<file path="src/rtl/gpb_pkg.sv">
package gpb_pkg;
   localparam int GPB_DW = 32;
   localparam int GPB_BW = GPB_DW / 8;

   typedef enum logic [2:0] {
      RNG_PEN  = 3'd0,
      RNG_PULL = 3'd1,
      RNG_DIR  = 3'd2,
      RNG_OUT  = 3'd3,
      RNG_IN   = 3'd4
   } gpb_rng_e;
endpackage

</file>
<file path="src/rtl/gpb_sync.sv">
module gpb_sync #(
   parameter int W      = 8,
   parameter int STAGES = 2
) (
   input  logic         clk,
   input  logic         rst_n,
   input  logic [W-1:0] d,
   output logic [W-1:0] q
);
   if (STAGES < 2) begin : g_bad_stages
      $error("gpb_sync needs at least two stages");
   end

   logic [W-1:0] st [STAGES];

   always_ff @(posedge clk or negedge rst_n) begin
      if (!rst_n) begin
         for (int i = 0; i < STAGES; i++) st[i] <= '0;
      end else begin
         st[0] <= d;
         for (int i = 1; i < STAGES; i++) st[i] <= st[i-1];
      end
   end

   assign q = st[STAGES-1];
endmodule

</file>
<file path="src/rtl/gpb_decode.sv">
module gpb_decode
   import gpb_pkg::*;
#(
   parameter int  WIDX_W     = 2,
   parameter bit  PULL_ALIAS = 1'b0
) (
   input  logic [WIDX_W+2:0] addr,
   output gpb_rng_e          rng,
   output logic [WIDX_W-1:0] word,
   output logic              range_ok
);
   logic [2:0] code;

   assign code = addr[WIDX_W+2:WIDX_W];
   assign word = addr[WIDX_W-1:0];
   assign rng  = gpb_rng_e'(code);

   if (PULL_ALIAS) begin : g_alias
      assign range_ok = (code >= 3'd1) && (code <= 3'd4);
   end else begin : g_split
      assign range_ok = (code <= 3'd4);
   end
endmodule

</file>
<file path="src/rtl/gpb_map.sv">
module gpb_map #(
   parameter int NPINS  = 24,
   parameter int NBANKS = 3,
   parameter int WIDX_W = 2,
   parameter int BANK_FIRST [NBANKS] = '{default: 0},
   parameter int BANK_LAST  [NBANKS] = '{default: 0},
   parameter int FREG       [NBANKS] = '{default: 0},
   parameter int FBIT       [NBANKS] = '{default: 0}
) (
   input  logic [NPINS-1:0]  v,
   input  logic [WIDX_W-1:0] word,
   output logic [31:0]       rword,
   output logic              hit
);
   function automatic int bank_of(int p);
      int r = -1;
      for (int b = 0; b < NBANKS; b++)
         if (r < 0 && p >= BANK_FIRST[b] && p <= BANK_LAST[b]) r = b;
      return r;
   endfunction

   logic [31:0]      contrib [NPINS];
   logic [NPINS-1:0] phit;

   for (genvar p = 0; p < NPINS; p++) begin : g_pin
      localparam int BK = bank_of(p);
      if (BK >= 0) begin : g_on
         localparam int W = FREG[BK];
         localparam int B = FBIT[BK] + p - BANK_FIRST[BK];
         assign phit[p]    = (word == W[WIDX_W-1:0]);
         assign contrib[p] = phit[p] ? ({31'b0, v[p]} << B) : 32'b0;
      end else begin : g_off
         assign phit[p]    = 1'b0;
         assign contrib[p] = 32'b0;
      end
   end

   always_comb begin
      rword = '0;
      for (int p = 0; p < NPINS; p++) rword = rword | contrib[p];
      hit = |phit;
   end
endmodule

</file>
<file path="src/rtl/gpb_field.sv">
module gpb_field #(
   parameter int NPINS   = 24,
   parameter int NBANKS  = 3,
   parameter int WIDX_W  = 2,
   parameter bit RST_VAL = 1'b0,
   parameter int BANK_FIRST [NBANKS] = '{default: 0},
   parameter int BANK_LAST  [NBANKS] = '{default: 0},
   parameter int FREG       [NBANKS] = '{default: 0},
   parameter int FBIT       [NBANKS] = '{default: 0}
) (
   input  logic              clk,
   input  logic              rst_n,
   input  logic              wr,
   input  logic [WIDX_W-1:0] word,
   input  logic [31:0]       wdata,
   input  logic [3:0]        wstrb,
   output logic [NPINS-1:0]  q,
   output logic [31:0]       rword,
   output logic              hit
);
   function automatic int bank_of(int p);
      int r = -1;
      for (int b = 0; b < NBANKS; b++)
         if (r < 0 && p >= BANK_FIRST[b] && p <= BANK_LAST[b]) r = b;
      return r;
   endfunction

   for (genvar p = 0; p < NPINS; p++) begin : g_pin
      localparam int BK = bank_of(p);
      if (BK >= 0) begin : g_on
         localparam int W = FREG[BK];
         localparam int B = FBIT[BK] + p - BANK_FIRST[BK];
         logic r;
         always_ff @(posedge clk or negedge rst_n) begin
            if (!rst_n)
               r <= RST_VAL;
            else if (wr && word == W[WIDX_W-1:0] && wstrb[B/8])
               r <= wdata[B];
         end
         assign q[p] = r;
      end else begin : g_off
         assign q[p] = RST_VAL;
      end
   end

   gpb_map #(
      .NPINS(NPINS), .NBANKS(NBANKS), .WIDX_W(WIDX_W),
      .BANK_FIRST(BANK_FIRST), .BANK_LAST(BANK_LAST),
      .FREG(FREG), .FBIT(FBIT)
   ) u_map (
      .v(q), .word(word), .rword(rword), .hit(hit)
   );
endmodule

</file>
<file path="src/rtl/gpb_regfile.sv">
module gpb_regfile
   import gpb_pkg::*;
#(
   parameter int NPINS       = 24,
   parameter int NBANKS      = 3,
   parameter int NREGS       = 4,
   parameter int SYNC_STAGES = 2,
   parameter bit PULL_ALIAS  = 1'b0,
   parameter int BANK_FIRST [NBANKS] = '{0, 10, 16},
   parameter int BANK_LAST  [NBANKS] = '{9, 15, 23},
   parameter int PEN_REG    [NBANKS] = '{2, 2, 3},
   parameter int PEN_BIT    [NBANKS] = '{0, 16, 0},
   parameter int PULL_REG   [NBANKS] = '{0, 0, 1},
   parameter int PULL_BIT   [NBANKS] = '{0, 16, 0},
   parameter int DIR_REG    [NBANKS] = '{0, 0, 1},
   parameter int DIR_BIT    [NBANKS] = '{0, 10, 8},
   parameter int OUT_REG    [NBANKS] = '{0, 1, 1},
   parameter int OUT_BIT    [NBANKS] = '{0, 0, 8},
   parameter int IN_REG     [NBANKS] = '{0, 0, 0},
   parameter int IN_BIT     [NBANKS] = '{0, 10, 16},
   localparam int WIDX_W = (NREGS > 1) ? $clog2(NREGS) : 1,
   localparam int AW     = WIDX_W + 3
) (
   input  logic             clk,
   input  logic             rst_n,
   input  logic             bus_we,
   input  logic             bus_re,
   input  logic [AW-1:0]    bus_addr,
   input  logic [31:0]      bus_wdata,
   input  logic [3:0]       bus_wstrb,
   output logic [31:0]      bus_rdata,
   output logic             bus_rvalid,
   output logic             bus_err,
   input  logic [NPINS-1:0] pad_in,
   output logic [NPINS-1:0] pad_oe,
   output logic [NPINS-1:0] pad_out,
   output logic [NPINS-1:0] pad_pu,
   output logic [NPINS-1:0] pad_pd
);
   // ---------------- elaboration-time parameter checks ----------------
   function automatic bit fld_bad(int regi, int biti, int b);
      return (regi < 0) || (regi >= NREGS) || (biti < 0) ||
             (biti + BANK_LAST[b] - BANK_FIRST[b] > GPB_DW - 1);
   endfunction

   if (NPINS < 1 || NBANKS < 1 || NREGS < 1) begin : g_bad_size
      $error("gpb_regfile: sizes must be positive");
   end
   for (genvar b = 0; b < NBANKS; b++) begin : g_chk
      if (BANK_LAST[b] < BANK_FIRST[b] || BANK_LAST[b] >= NPINS || BANK_FIRST[b] < 0) begin : g_bad_range
         $error("gpb_regfile: bank pin range out of bounds");
      end
      if (fld_bad(PEN_REG[b], PEN_BIT[b], b) || fld_bad(PULL_REG[b], PULL_BIT[b], b) ||
          fld_bad(DIR_REG[b], DIR_BIT[b], b) || fld_bad(OUT_REG[b], OUT_BIT[b], b) ||
          fld_bad(IN_REG[b], IN_BIT[b], b)) begin : g_bad_field
         $error("gpb_regfile: bank bit run leaves its register");
      end
   end

   // ---------------- address decode ----------------
   gpb_rng_e          rng;
   logic [WIDX_W-1:0] word;
   logic              range_ok;

   gpb_decode #(.WIDX_W(WIDX_W), .PULL_ALIAS(PULL_ALIAS)) u_dec (
      .addr(bus_addr), .rng(rng), .word(word), .range_ok(range_ok)
   );

   logic sel_pen, sel_pull, sel_dir, sel_out, sel_in;
   assign sel_pen  = range_ok && (PULL_ALIAS ? (rng == RNG_PULL) : (rng == RNG_PEN));
   assign sel_pull = range_ok && (rng == RNG_PULL);
   assign sel_dir  = range_ok && (rng == RNG_DIR);
   assign sel_out  = range_ok && (rng == RNG_OUT);
   assign sel_in   = range_ok && (rng == RNG_IN);

   // ---------------- storage fields ----------------
   logic [NPINS-1:0] pen_q, pull_q, dir_q, out_q, in_q;
   logic [31:0]      pen_rw, pull_rw, dir_rw, out_rw, in_rw;
   logic             pen_hit, pull_hit, dir_hit, out_hit, in_hit;

   gpb_field #(.NPINS(NPINS), .NBANKS(NBANKS), .WIDX_W(WIDX_W), .RST_VAL(1'b0),
      .BANK_FIRST(BANK_FIRST), .BANK_LAST(BANK_LAST), .FREG(PEN_REG), .FBIT(PEN_BIT)
   ) u_pen (
      .clk(clk), .rst_n(rst_n), .wr(bus_we && sel_pen), .word(word), .wdata(bus_wdata),
      .wstrb(bus_wstrb), .q(pen_q), .rword(pen_rw), .hit(pen_hit)
   );

   gpb_field #(.NPINS(NPINS), .NBANKS(NBANKS), .WIDX_W(WIDX_W), .RST_VAL(1'b0),
      .BANK_FIRST(BANK_FIRST), .BANK_LAST(BANK_LAST), .FREG(PULL_REG), .FBIT(PULL_BIT)
   ) u_pull (
      .clk(clk), .rst_n(rst_n), .wr(bus_we && sel_pull), .word(word), .wdata(bus_wdata),
      .wstrb(bus_wstrb), .q(pull_q), .rword(pull_rw), .hit(pull_hit)
   );

   gpb_field #(.NPINS(NPINS), .NBANKS(NBANKS), .WIDX_W(WIDX_W), .RST_VAL(1'b1),
      .BANK_FIRST(BANK_FIRST), .BANK_LAST(BANK_LAST), .FREG(DIR_REG), .FBIT(DIR_BIT)
   ) u_dir (
      .clk(clk), .rst_n(rst_n), .wr(bus_we && sel_dir), .word(word), .wdata(bus_wdata),
      .wstrb(bus_wstrb), .q(dir_q), .rword(dir_rw), .hit(dir_hit)
   );

   gpb_field #(.NPINS(NPINS), .NBANKS(NBANKS), .WIDX_W(WIDX_W), .RST_VAL(1'b0),
      .BANK_FIRST(BANK_FIRST), .BANK_LAST(BANK_LAST), .FREG(OUT_REG), .FBIT(OUT_BIT)
   ) u_out (
      .clk(clk), .rst_n(rst_n), .wr(bus_we && sel_out), .word(word), .wdata(bus_wdata),
      .wstrb(bus_wstrb), .q(out_q), .rword(out_rw), .hit(out_hit)
   );

   // input path: synchronizer then read-only mapping
   gpb_sync #(.W(NPINS), .STAGES(SYNC_STAGES)) u_sync (
      .clk(clk), .rst_n(rst_n), .d(pad_in), .q(in_q)
   );

   gpb_map #(.NPINS(NPINS), .NBANKS(NBANKS), .WIDX_W(WIDX_W),
      .BANK_FIRST(BANK_FIRST), .BANK_LAST(BANK_LAST), .FREG(IN_REG), .FBIT(IN_BIT)
   ) u_in (
      .v(in_q), .word(word), .rword(in_rw), .hit(in_hit)
   );

   // ---------------- response ----------------
   logic        hit_any, acc_err;
   logic [31:0] rd_word;

   always_comb begin
      hit_any = (sel_pen && pen_hit) || (sel_pull && pull_hit) || (sel_dir && dir_hit) ||
                (sel_out && out_hit) || (sel_in && in_hit);
      rd_word = (sel_pen  ? pen_rw  : 32'b0) | (sel_pull ? pull_rw : 32'b0) |
                (sel_dir  ? dir_rw  : 32'b0) | (sel_out  ? out_rw  : 32'b0) |
                (sel_in   ? in_rw   : 32'b0);
   end
   assign acc_err = !hit_any;

   logic        rvalid_q, err_q;
   logic [31:0] rdata_q;

   always_ff @(posedge clk or negedge rst_n) begin
      if (!rst_n) begin
         rvalid_q <= 1'b0;
         err_q    <= 1'b0;
         rdata_q  <= '0;
      end else begin
         rvalid_q <= bus_re || bus_we;
         err_q    <= (bus_re || bus_we) && acc_err;
         rdata_q  <= (bus_re && !bus_we && !acc_err) ? rd_word : 32'b0;
      end
   end

   assign bus_rvalid = rvalid_q;
   assign bus_err    = err_q;
   assign bus_rdata  = rdata_q;

   // ---------------- pad drive ----------------
   assign pad_oe  = ~dir_q;
   assign pad_out = out_q;
   assign pad_pu  = pen_q & pull_q;
   assign pad_pd  = pen_q & ~pull_q;

   // ---------------- assertions ----------------

   rsp_follows_access_chk: assert property (@(posedge clk) disable iff (!rst_n)
      (bus_re || bus_we) |=> bus_rvalid);

   no_rsp_when_idle_chk: assert property (@(posedge clk) disable iff (!rst_n)
      !(bus_re || bus_we) |=> !bus_rvalid && !bus_err);

   err_data_zero_chk: assert property (@(posedge clk) disable iff (!rst_n)
      bus_err |-> (bus_rdata == 32'b0));

   err_write_keeps_pads_chk: assert property (@(posedge clk) disable iff (!rst_n)
      (bus_we && acc_err) |=> $stable(pad_oe) && $stable(pad_out) && $stable(pad_pu) && $stable(pad_pd));

   no_strobe_keeps_pads_chk: assert property (@(posedge clk) disable iff (!rst_n)
      (bus_we && bus_wstrb == 4'b0) |=> $stable(pad_oe) && $stable(pad_out) && $stable(pad_pu) && $stable(pad_pd));

   in_write_keeps_pads_chk: assert property (@(posedge clk) disable iff (!rst_n)
      (bus_we && sel_in) |=> $stable(pad_oe) && $stable(pad_out) && $stable(pad_pu) && $stable(pad_pd));
endmodule

</file>
<file path="config.mk">
export PLATFORM = sky130hd
export DESIGN_NAME = gpb_regfile
export DESIGN_NICKNAME = d
export VERILOG_FILES = /design/src/rtl/gpb_pkg.sv /design/src/rtl/gpb_sync.sv /design/src/rtl/gpb_decode.sv /design/src/rtl/gpb_map.sv /design/src/rtl/gpb_field.sv /design/src/rtl/gpb_regfile.sv
export SDC_FILE = /design/constraint.sdc
export NUM_CORES = 1
export LEC_CHECK = 0
export BUFFER_PORTS_ARGS = -buffer_cell sky130_fd_sc_hd__buf_2
export CAP_MARGIN = 5
export CELL_PAD_IN_SITES_DETAIL_PLACEMENT = 0
export CELL_PAD_IN_SITES_GLOBAL_PLACEMENT = 1
export CORE_MARGIN = 10
export CORE_UTILIZATION = 35
export CTS_BUF_LIST = sky130_fd_sc_hd__clkbuf_4
export CTS_CLUSTER_DIAMETER = 80
export CTS_CLUSTER_SIZE = 25
export DETAILED_ROUTE_END_ITERATION = 12
export PLACE_DENSITY_LB_ADDON = 0.1
export SLEW_MARGIN = 20
export SYNTH_ARGS = -nofsm -noshare
export SYNTH_HDL_FRONTEND = slang
export SYNTH_SLANG_ARGS = --single-unit
</file>
<file path="constraint.sdc">
create_clock -name clk -period 1.3 [get_ports clk]
set_clock_uncertainty 0.05 [all_clocks]
set_input_delay 0.195 -clock clk [delete_from_list [all_inputs] [get_ports clk]]
set_output_delay 0.195 -clock clk [all_outputs]
set_load 0.05 [all_outputs]
</file>
==> results.cfg, run 1 <==
[timing]
slew_headroom_pct = 45.9
postLayoutSetupSlackWorst_ns = -0.347
setup_violations = 128
timing.setup.tns_ns = -23.94
hold_viol_final = 0
timing.fmax_mhz = 607
period_needed_ns = 1.65
rsz0062_at_grt = true
whs_ns = 0.0742
final_min_period_over_clock_period_pct = 127
slew_violations = 0
worst-slew-pin-transition_ns = 0.810

[setup_path]
slowest_delay_ns = 0.57
ordered_cell_list_for_the_critical_path = buf_6 -> inv_4 -> buf_8
crit_path_arrival_time_ns = 1.40
crit_path_max_fanout = 2
critPathLaunchType = flop
ff2ff_path_depth = 6
worst_ep_required_time_ns = 1.05
worstSetupPathType = flop to primary output
critical_path_s_slowest_cell = dfstp_2
cp-end-kind = primary output

[drt]
drt_iter0_drc = 205
detailroute.via_count = 5550
routed_via_density = 4.68
wl_per_instance_um = 19.4
detailedRoute.firstPassIterationCount = 4
wire_length_reported_by_the_detailed_router_mm = 23.0
drt_drc_violations_left = 0
remaining_number_of_nets_flagged_by_the_antenna_check_after_routing = 0

[synthesis]
post-synth-top-area-cell = dfrtp_1
post_synth.cell_area_avg_um2 = 13.2
synth-warning-count = 0
synth_seq_cells = 170
synth_most_common_cell = dfrtp_1
share_of_synthesized_area_occupied_by_flip_flops_and_latches_pct = 59.6
dominantRegCellSynth = dfrtp_1
netlist_top_cells_count = dfrtp_1 (146), mux2_2 (97), buf_4 (36)
synth_top_cell_area_share_pct = 50.9
share_of_synthesized_registers_carrying_an_async_set_or_reset_pct = 100
post_syn_instances = 544
synthTopCellsByArea = dfrtp_1 (51%), mux2_2 (15%), dfstp_2 (8.8%), buf_4 (3.8%), a22oi_1 (2.6%)
yosys.cell_types.count = 43
synth_enable_flop_cells = 0
syn_area_mm2 = 0.00718

[clocking]
cts_tree = built
clock_pin_slew_worst_setup_and_hold_paths_ns = 0.15
clk_path_buf_depth = 2
tritoncts_num_sinks = 170
numCtsBuffers = 17
worst_skew_pair.late_latency_ns = 0.57
number_of_h_tree_branching_levels = 4
ctsRootBufferMaster = clkbuf_4

[placed_design]
detailed_place.area_mm2 = 0.00894
place.gp.congestion = 0.827
io_buffer_count = 179
hpwlAfterDp_mm = 15.7

[die]
start_util_pct = 35.5
die-height_um = 163
dieArea_mm2 = 0.0267
floorplan.core_area_mm2 = 0.0202
i_o_pins = 199
die_width_um = 163
std_cell_rows = 52

[power]
p_total_mw = 13.7
power.static_leakage_nw = 5.48
powerDensity_mw_per_mm2 = 1180
irDropWorstVdd_mv = 0.631

[grt]
grt_antenna_before_repair = 2
grt_pass1_wl_mm = 35.8
grt_usage_pct = 17.4
grt-ovfl-total = 0
largest_net_degree_at_the_start_of_global_routing = 35
vias_in_the_first_global_route = 6313

[run_status]
failed_checks = setup timing
status = finished, violations left

[finish]
drive_above_1_share_pct = 65.8
finish.instance_area_mm2 = 0.0116
syn_to_final_growth_pct = 61.3
final_net_count = 971

[min_path]
worst_hold_path.num_cells = 4
holdCritPathClass = input port to flop

[flow_run]
timing.max_cap.violations = 0
==> report_power, final <==
group	switching [mW]	internal [mW]	total, mW
sequential	0.422	5.85	6.27
clock	2.14	0.869	3.00
combinational	2.33	2.11	4.44
==> critical path, delay by kind of cell (launching register included) <==
family                 cells  cell delay [ns]
buffers and inverters      3             0.27
DFF                        1             0.57
==> repair_timing <==
action	4_1_cts	5_1_grt
hold buffers	50	0
gates resized for setup	325	50
buffers inserted	84	20
hold endpoints to repair	292	0
pin swaps	22	15
setup endpoints to repair	123	162
==> cell type report <==
type,instances,area [um^2]
fillers,1737,8650
flip-flops and latches,170,4300
repair buffers,391,3660
multi-input cells,297,2920
well taps,270,338
clock inverters,15,154
clock buffers,17,128
inverters,25,96.3
diodes,1,2.50
==> cell usage in the layout (no fill, tap or decap), types with 23 or more instances in the layout <==
cell type,count
dlygate4sd3_1,49
mux2_4,39
mux2_2,58
buf_4,140
a22oi_1,25
and2_4,24
buf_2,56
inv_2,23
buf_8,28
buf_6,107
dfrtp_1,137
dfstp_2,24
==> sequential cells by signal, summed over array words and instances, names as in the netlist <==
register and count:
u_out.g_pin.g_on.r 24, u_sync.q 24, u_pen.g_pin.g_on.r 24, bus_rvalid 1, bus_rdata 24, u_pull.g_pin.g_on.r 24
u_sync.st 24, u_dir.g_pin.g_on.r 24, bus_err 1
==> per-layer routing <==
layer	GRT usage (%)	up-vias	wire length, um
met4	4.14	2	180
met3	5.97	17	1630
met5	0	-	13
met1	21.1	2802	9540
li1	-	2579	-
met2	29.0	150	11600
==> logic make-up (layout without fill, tap and decap cells) <==
kind of cell,count (synthesis),count (layout),share of synthesized area [%]
buffers and inverters,84,448,6.72
other,1,9,0.0522
and+or+nand+nor,104,104,9.40
DFF,170,170,59.6
muxes,114,114,17.6
AOI/OAI and AO/OA,71,71,6.62
==> final timing paths <==
| kind | from | end | slack [ns] |
|---|---|---|---|
| min in group asynchronous | rst_n | u_dir.g_pin[15].g_on.r | 0.20 |
| max in group asynchronous | rst_n | u_out.g_pin[17].g_on.r | 0.20 |
| min | bus_addr[3] | bus_rdata[1] | 0.07 |
| max reg2reg | u_pen.g_pin[5].g_on.r | bus_rdata[5] | -0.12 |
| min reg2reg | u_sync.st[41] | u_sync.q[17] | 0.31 |
| max | u_dir.g_pin[2].g_on.r | pad_oe[2] | -0.35 |
==> stage by stage <==
stage,cells,worst slack [ns],utilization [%]
final,1186,-0.347,57.3
after global routing,1186,-0.437,57.3
after CTS,1172,-0.397,55.9
after detailed placement,1007,-0.599,44.2
after global placement,1007,-0.586,44.2
after floorplan,551,-0.487,-
No activity file was read; power rests on OpenSTA's default activity.
==> inputs of run 2 (changes only) <==
- SYNTH_HIERARCHICAL: not set -> 1
==> results.cfg, run 2 <==
[synthesis]
synth_seq_cells = 178
post_syn_instances = 878
syn_area_mm2 = 0.0102
yosys.cell_types.count = 42
post_synth.cell_area_avg_um2 = 11.6
post-synth-top-area-cell = dfrtp_1
synth_most_common_cell = buf_4
netlist_top_cells_count = buf_4 (201), dfrtp_1 (154), mux2_2 (76)
synthTopCellsByArea = dfrtp_1 (38%), buf_4 (15%), mux2_2 (8.4%), dfstp_2 (6.2%), mux2_1 (3.9%)
share_of_synthesized_area_occupied_by_flip_flops_and_latches_pct = 43.9
share_of_synthesized_registers_carrying_an_async_set_or_reset_pct = 100
dominantRegCellSynth = dfrtp_1
synth_enable_flop_cells = 0
synth_top_cell_area_share_pct = 37.7
synth-warning-count = 6

[finish]
final_net_count = 1213
drive_above_1_share_pct = 60.2
layout.cells.most_common = buf_6
syn_to_final_growth_pct = 39.6
final_cell_mix = buf_6 (167), dfrtp_1 (150), buf_4 (106), conb_1 (72), mux2_4 (66)
finish.utilization_pct = 49.5
max_ffs_per_register = 32
nFillCells = 2567
finish.instance_area_mm2 = 0.0142

[power]
irDropWorstVdd_mv = 0.626
clock_power_share_pct = 22.7
share_comb_of_total_power_pct = 30.6
power.switching_mw = 4.42
seq_power_share_pct = 46.7
cellInternalPower_mw = 9.04
powerDensity_mw_per_mm2 = 945
sw_frac_of_total_pct = 32.8
power.static_leakage_nw = 6.74

[timing]
hold_viol_final = 0
period_needed_ns = 1.67
whs_ns = 0.0863
timing.fmax_mhz = 599
setup_violations = 227
rsz0062_at_grt = true
timing.setup.tns_ns = -34.00
postLayoutSetupSlackWorst_ns = -0.371
final_min_period_over_clock_period_pct = 129
slew_violations = 0
slew_headroom_pct = 62.0
worst-slew-pin-transition_ns = 0.569

[drt]
detailroute.via_count = 6809
routed_via_density = 4.41
detailedRoute.firstPassIterationCount = 5
wl_per_instance_um = 18.9
remaining_number_of_nets_flagged_by_the_antenna_check_after_routing = 0
drt_drc_violations_left = 0
wire_length_reported_by_the_detailed_router_mm = 29.1
drt_iter0_drc = 330

[clocking]
ctsRootBufferMaster = clkbuf_4
cts_tree = built
tritoncts_num_sinks = 178
numCtsBuffers = 17
clk_path_buf_depth = 2
clock_pin_slew_worst_setup_and_hold_paths_ns = 0.18
worst_skew_pair.late_latency_ns = 0.57
number_of_h_tree_branching_levels = 4

[die]
std_cell_rows = 62
floorplan.core_area_mm2 = 0.0288
dieArea_mm2 = 0.0364
die-height_um = 191
die_width_um = 191
i_o_pins = 199
start_util_pct = 35.5

[placed_design]
detailed_place.area_mm2 = 0.0116
io_buffer_count = 187
place.gp.congestion = 0.774
hpwlAfterDp_mm = 20.4

[flow_run]
timing.max_cap.violations = 0

[grt]
grt_pass1_wl_mm = 44.9
grt_usage_pct = 16.1
vias_in_the_first_global_route = 7566
largest_net_degree_at_the_start_of_global_routing = 45
grt-ovfl-total = 0
grt_antenna_before_repair = 2

[setup_path]
critical_path_s_slowest_cell = dfrtp_1
crit_path_max_fanout = 3
ordered_cell_list_for_the_critical_path = buf_6 -> and2_4 -> buf_8
slowest_delay_ns = 0.43
worst_ep_required_time_ns = 1.05
crit_path_arrival_time_ns = 1.43
cp-end-kind = primary output
critPathLaunchType = flop
worstSetupPathType = flop to primary output

[min_path]
holdCritPathClass = input port to flop

[run_status]
failed_checks = setup timing
status = finished, violations left
-- run 2: cell count changes in the layout (fill, tap and decap cells not counted), sizes merged, moves of 8 or more --
| cell | before | now |
|---|---|---|
| dfrtp | 146 | 154 |
| mux2i | 17 | 34 |
| nand2 | 11 | 32 |
| a222oi | 3 | 32 |
| and3 | 14 | 0 |
| conb | 8 | 72 |
| mux2 | 97 | 128 |
| a21oi | 24 | 32 |
| a22oi | 25 | 0 |
| buf | 341 | 365 |
| nor2 | 8 | 30 |
| and2 | 25 | 57 |
| nor3b | 1 | 29 |
-- run 2: final cells by class --
cell class,instances,area (um^2),share of cell area [%]
timing repair buffer,416,4170,29.3
sequential,178,4490,31.5
antenna,2,5.00,0.0351
clock buffer,21,158,1.11
tap,384,480,3.37
multi-input combinational,503,4730,33.2
clock inverter,11,104,0.729
inverter,28,108,0.755
-- run 2: through the flow --
step | setup slack, ns | power, mW | cells
4_1_cts | -0.441 | 13.6 | 1528
3_5_place_dp | -0.862 | 9.44 | 1397
3_3_place_gp | -0.819 | 9.43 | 1397
2_1_floorplan | -0.637 | 8.88 | 945
5_1_grt | -0.485 | 14.2 | 1543
6_report | -0.371 | 13.5 | 1543
-- run 2: power by group through the flow --
| stage | combinational [mW] | clock, mW | sequential (mW) |
|---|---|---|---|
| after global routing | 4.37 | 3.45 | 6.34 |
| after floorplan | 2.59 | 0 | 6.29 |
| after global placement | 3.10 | 0 | 6.33 |
| final | 4.12 | 3.06 | 6.28 |
| after CTS | 4.06 | 3.22 | 6.28 |
| after detailed placement | 3.11 | 0 | 6.33 |
-- run 2: final timing paths --
path,startpoint,endpoint,slack [ns],depth (start not counted)
worst max-delay path,u_pen/g_pin[18].g_on.r,pad_pu[18],-0.37,3
worst min-delay path,bus_wstrb[1],u_pen/g_pin[9].g_on.r,0.09,3
worst max register to register,u_pen/g_pin[2].g_on.r,bus_rdata[2],-0.33,6
worst min register to register,u_sync/st[33],u_sync/q[9],0.29,0
max in group asynchronous,rst_n,u_dir/g_pin[9].g_on.r,0.06,4
min in group asynchronous,rst_n,u_sync/st[41],0.57,3
-- run 2: layer usage --
layer / track usage [%] / up-vias / wire length (um)
li1: - / 3261 / -
met1: 20.6 / 3406 / 12900
met2: 27.3 / 131 / 14600
met3: 3.16 / 11 / 1350
met4: 3.57 / 0 / 230
met5: 0 / - / 0
-- run 2: what timing repair did --
item / in CTS / in global routing
setup endpoints to repair: 190 / 231
resized for setup: 422 / 24
hold buffers: 50 / 0
setup buffers: 52 / 13
hold endpoints to repair: 300 / 0
pin swaps: 42 / 16
-- run 2: kinds of logic (layout without fill, tap and decap cells) --
group / count (synthesis) / count (layout) / synth area share, %
buffers and inverters: 264 / 476 / 18.7
AND/OR/NAND/NOR: 202 / 202 / 13.9
flip-flops: 178 / 178 / 43.9
multiplexers: 162 / 162 / 18.1
AO/OA/AOI/OAI: 67 / 67 / 5.22
other: 5 / 74 / 0.184
-- run 2: critical path, delay by kind of cell, from the launching register on --
| family | cells | cell delay, ns |
|---|---|---|
| buffers and inverters | 2 | 0.27 |
| DFF | 1 | 0.43 |
| and+or+nand+nor | 1 | 0.15 |
